$ cat src/rtl/eo_and_pkg.sv
package eo_and_pkg;
   typedef enum logic [1:0] {
      DR_NULL = 2'b00,
      DR_ZERO = 2'b01,
      DR_ONE  = 2'b10,
      DR_BAD  = 2'b11
   } dr_code_t;

   localparam int DR_W = 2;
endpackage

$ cat src/rtl/eo_and_classify.sv
module eo_and_classify
   import eo_and_pkg::*;
#(
   parameter int NUM_IN = 2
) (
   input  logic [DR_W*NUM_IN-1:0] rails,
   output logic                   any_zero,
   output logic                   all_one,
   output logic                   all_set,
   output logic                   all_null,
   output logic                   any_bad
);
   logic [NUM_IN-1:0] is_zero, is_one, is_set, is_bad;

   for (genvar i = 0; i < NUM_IN; i++) begin : g_lane
      logic [DR_W-1:0] code;
      assign code       = rails[DR_W*i +: DR_W];
      assign is_zero[i] = (code == DR_ZERO);
      assign is_one[i]  = (code == DR_ONE);
      assign is_set[i]  = (code != DR_NULL);
      assign is_bad[i]  = (code == DR_BAD);
   end

   assign any_zero = |is_zero;
   assign all_one  = &is_one;
   assign all_set  = &is_set;
   assign all_null = ~|is_set;
   assign any_bad  = |is_bad;
endmodule

$ cat src/rtl/eo_and_celem.sv
module eo_and_celem (
   input  logic clk,
   input  logic rst,
   input  logic set_i,
   input  logic clr_i,
   output logic q
);
   always_ff @(posedge clk) begin
      if (rst)        q <= 1'b0;
      else if (set_i) q <= 1'b1;
      else if (clr_i) q <= 1'b0;
   end

   AST_SET_CLR_EXCL: assert property (@(posedge clk) disable iff (rst)
      !(set_i && clr_i));
endmodule

$ cat src/rtl/eo_and_out_reg.sv
module eo_and_out_reg
   import eo_and_pkg::*;
(
   input  logic            clk,
   input  logic            rst,
   input  logic            any_zero,
   input  logic            all_one,
   input  logic            all_null,
   input  logic            out_ack,
   output logic [DR_W-1:0] y
);
   logic y_idle;
   assign y_idle = (y == DR_NULL);

   always_ff @(posedge clk) begin
      if (rst) begin
         y <= DR_NULL;
      end else if (y_idle) begin
         if (!out_ack) begin
            if (any_zero)     y <= DR_ZERO;
            else if (all_one) y <= DR_ONE;
         end
      end else if (all_null && out_ack) begin
         y <= DR_NULL;
      end
   end

   AST_Y_LEGAL: assert property (@(posedge clk) disable iff (rst)
      y != DR_BAD);
   AST_NO_NEW_DURING_ACK: assert property (@(posedge clk) disable iff (rst)
      (y_idle && out_ack) |=> (y == DR_NULL));
endmodule

$ cat src/rtl/eo_and_stage.sv
module eo_and_stage
   import eo_and_pkg::*;
#(
   parameter int NUM_IN = 2
) (
   input  logic                   clk,
   input  logic                   rst,
   input  logic [DR_W*NUM_IN-1:0] in_rails,
   input  logic                   out_ack,
   output logic [DR_W-1:0]        y_rails,
   output logic                   valid,
   output logic                   in_ack,
   output logic                   bad_code
);
   if (NUM_IN < 2) begin : g_chk_num
      $error("eo_and_stage: NUM_IN must be at least 2");
   end

   logic any_zero, all_one, all_set, all_null, any_bad;
   logic y_set;

   eo_and_classify #(.NUM_IN(NUM_IN)) u_cls (
      .rails    (in_rails),
      .any_zero (any_zero),
      .all_one  (all_one),
      .all_set  (all_set),
      .all_null (all_null),
      .any_bad  (any_bad)
   );

   eo_and_out_reg u_out (
      .clk      (clk),
      .rst      (rst),
      .any_zero (any_zero),
      .all_one  (all_one),
      .all_null (all_null),
      .out_ack  (out_ack),
      .y        (y_rails)
   );

   assign y_set = (y_rails != DR_NULL);

   eo_and_celem u_valid (
      .clk   (clk),
      .rst   (rst),
      .set_i (all_set),
      .clr_i (all_null),
      .q     (valid)
   );

   eo_and_celem u_ack (
      .clk   (clk),
      .rst   (rst),
      .set_i (valid && y_set),
      .clr_i (!valid && !y_set),
      .q     (in_ack)
   );

   always_ff @(posedge clk) begin
      if (rst)          bad_code <= 1'b0;
      else if (any_bad) bad_code <= 1'b1;
   end

   AST_ZERO_EARLY: assert property (@(posedge clk) disable iff (rst)
      (!y_set && !out_ack && any_zero) |=> (y_rails == DR_ZERO));
   AST_ONE_NEEDS_ALL: assert property (@(posedge clk) disable iff (rst)
      ($past(y_rails) == DR_NULL && y_rails == DR_ONE) |-> $past(all_one));
   AST_VALID_NEEDS_ALL: assert property (@(posedge clk) disable iff (rst)
      $rose(valid) |-> $past(all_set));
   AST_ACK_AFTER_VALID: assert property (@(posedge clk) disable iff (rst)
      $rose(in_ack) |-> $past(valid && y_set));
   AST_RTZ_NEEDS_ACK: assert property (@(posedge clk) disable iff (rst)
      $fell(y_set) |-> $past(all_null && out_ack));
   AST_BAD_STICKY: assert property (@(posedge clk) disable iff (rst)
      bad_code |=> bad_code);
endmodule

$ cat config.mk
export PLATFORM = sky130hd
export DESIGN_NAME = eo_and_stage
export DESIGN_NICKNAME = d
export VERILOG_FILES = /design/src/rtl/eo_and_pkg.sv /design/src/rtl/eo_and_classify.sv /design/src/rtl/eo_and_celem.sv /design/src/rtl/eo_and_out_reg.sv /design/src/rtl/eo_and_stage.sv
export SDC_FILE = /design/constraint.sdc
export NUM_CORES = 1
export LEC_CHECK = 0
export BUFFER_PORTS_ARGS = -buffer_cell sky130_fd_sc_hd__buf_2
export CORE_AREA = 2 2 39 41
export CTS_CLUSTER_DIAMETER = 30
export DETAILED_ROUTE_END_ITERATION = 10
export DIE_AREA = 0 0 41 43
export PLACE_DENSITY = 0.48
export RECOVER_POWER = 25
export SLEW_MARGIN = 25
export SYNTH_ARGS = -nofsm -noshare
export SYNTH_HDL_FRONTEND = slang
export SYNTH_SLANG_ARGS = --single-unit
$ cat constraint.sdc
create_clock -name clk -period 3.1 [get_ports clk]
set_clock_uncertainty 0.15 [all_clocks]
set_input_delay 0 -clock clk [delete_from_list [all_inputs] [get_ports clk]]
set_output_delay 0 -clock clk [all_outputs]
set_load 0.02 [all_outputs]
==> flow_metrics.env <==
export IMPL_outcome="completed"
export IMPL_ys_warn_count=0
export IMPL_tritoncts="built"
export IMPL_rows=14
export IMPL_layout_drive_gt1_share_pct=31.9
export IMPL_slew_violations=0
export IMPL_pwr_density_cell_nw_per_um2=455
export IMPL_synth_nets=39
export IMPL_cap_violations=0
export IMPL_viasPerCell=4.05
export IMPL_netlist_area_um2=268
export IMPL_crit_required_ns=3.07
export IMPL_mostFrequentLayoutCell="buf_2"
export IMPL_relSlewSlack_pct=83.9
export IMPL_synth_top_area_share_pct=37.4
export IMPL_period_share_pct=44.6
export IMPL_synthTopCellsByArea="dfxtp_1, ha_1, mux2i_1, nor2_1, and4bb_2"
export IMPL_fmax_mhz=723
export IMPL_htreeDepth=1
export IMPL_end_kind="flip-flop"
export IMPL_start_kind="flip-flop"
export IMPL_worstMarginPinSlew_ns=0.242
export IMPL_nNetsFinal=58
export IMPL_die_area_um2=1760
export IMPL_synth_top_family_by_area="simple AND/OR/NAND/NOR gates"
export IMPL_critPathMaxFanout=2
export IMPL_yosysUniqueCellTypes=14
export IMPL_finalCriticalPeriod_ns=1.38
export IMPL_cts_buffers=3
export IMPL_peakVddDrop_v=0.000186
export IMPL_insertion_delay_ns=0.24
export IMPL_cts_resized=0
export IMPL_vias=255
export IMPL_root_buffer="clkbuf_4"
export IMPL_rsz0062_at_grt="false"
export IMPL_grt_pass1_wl_um=903
export IMPL_min_path_type="primary input to flip-flop"
export IMPL_antenna_found_initial=0
export IMPL_boundaryPins=12
export IMPL_coreArea_um2=1380
export IMPL_drt_iter0_drc=5
export IMPL_cp_arrival_ns=1.35
export IMPL_grt_ovfl_total=0
export IMPL_path_class="flip-flop to flip-flop"
export IMPL_diodes=0
export IMPL_postRouteAntennaNets=0
export IMPL_synth_mux_area_share_pct=7.48
export IMPL_syn_avg_cell_area_um2=9.23
export IMPL_grt_pass1_vias=233
export IMPL_yosys_area_share_adder_pct=14.0
export IMPL_post_cts_buffers=0
export IMPL_final_cell_mix="buf_2, nor2_1, dfxtp_1"
export IMPL_cts_buffer_depth=2
export IMPL_path_clk_slew_ns=0.04
export IMPL_area_growth_pct=48.1
export IMPL_wire_per_inst_um=9.24
export IMPL_seq_area_frac_synth_pct=37.4
export IMPL_final_cells=63
export IMPL_drc=0
export IMPL_place_congestion=0.636
export IMPL_synth_largest_area_cell="dfxtp_1"
export IMPL_leakage_uw=0.000191
export IMPL_ctsHoldBuffers=3
export IMPL_ys_ff_latch=5
export IMPL_clkSinkCount=5
export IMPL_final_setup_tns_ns=0
export IMPL_fp_dieH_um=43
export IMPL_setup_viol=0
export IMPL_synth_simple_area_share_pct=24.8
export IMPL_fin_util_pct=28.7
export IMPL_synthXorXnorAreaFrac_pct=0
export IMPL_die_w_um=41
export IMPL_port_buffer_count=11
export IMPL_numPlacedInstances=56
export IMPL_synth_compound_area_share_pct=13.6
export IMPL_initial_utilization_pct=19.3
export IMPL_grt_max_degree=6
export IMPL_track_usage_pct=8.23
export IMPL_fill_cells=158
export IMPL_drt_total_wl_um=582
export IMPL_hold_viol=0
export IMPL_syn_inst=29
export IMPL_dp_final_hpwl_um=443
export IMPL_drtPass1Iterations=4
## layout make-up
class / count / area, um2 / area share, %
timing repair buffer: 14 / 82.6 / 20.8
tap: 16 / 20.0 / 5.05
inverter: 2 / 7.51 / 1.89
multi-input combinational: 22 / 160 / 40.4
sequential: 5 / 100 / 25.2
clock buffer: 4 / 26.3 / 6.62
## logic make-up (layout without fill, tap and decap cells)
| family | Yosys count | after routing |
|---|---|---|
| simple gates | 12 | 12 |
| compound gates | 5 | 5 |
| fa+ha+maj | 3 | 3 |
| flops | 5 | 5 |
| mux | 2 | 2 |
| buf+inv | 2 | 20 |
## critical path, stage by stage (launching register included)
cell and delay, ns:
dfxtp_1 0.30, a221oi_1 0.21, nor2_1 0.06, dlygate4sd3_1 0.55
## stage by stage
step / hold WS [ns] / power, uW / area, um2 / setup WS, ns
after global placement: 0.0923 / 105 / 343 / 1.77
after global routing: 0.0262 / 196 / 397 / 1.62
final: 0.0170 / 180 / 397 / 1.72
after CTS: 0.0167 / 186 / 399 / 1.71
after detailed placement: 0.0937 / 105 / 343 / 1.75
after floorplan: -0.0809 / 92.6 / 268 / 1.71
## per-layer routing
layer / share of wire [%] / up-vias / global-route usage, %
met2: 44 / 6 / 9.38
met3: 6.9 / 2 / 2.09
met4: 1.0 / 0 / 10.0
li1: - / 139 / -
met1: 47 / 108 / 10.6
met5: 0 / - / 0
## cells in the mapped netlist
cell type / number
and4bb_2: 1
a211o_1: 1
mux2i_1: 2
nor2_1: 5
or2_4: 1
dfxtp_1: 5
or2_2: 1
a311oi_1: 1
ha_1: 3
nand2b_1: 2
a221oi_1: 1
inv_1: 2
a21oi_1: 2
nand2_1: 2
## report_power, final
part	internal [uW]	switching, uW	total, uW
Sequential	68.5	2.59	71.1
Clock	48.6	25.0	73.6
Combinational	18.0	17.8	35.8
## final timing paths
path	cells after the start	startpoint	to	slack (ns)
max	3	bad_code	bad_code	1.72
min	4	in_rails[2]	u_out.y[0]	0.02
max reg2reg	3	bad_code	bad_code	1.72
min reg2reg	2	u_out.y[0]	u_out.y[0]	0.33
## flip-flops by register name, summed over array words and instances, names as in the netlist
name	cells
u_out.y	2
u_ack.q	1
u_valid.q	1
bad_code	1
(Power assumes the default switching activity.)
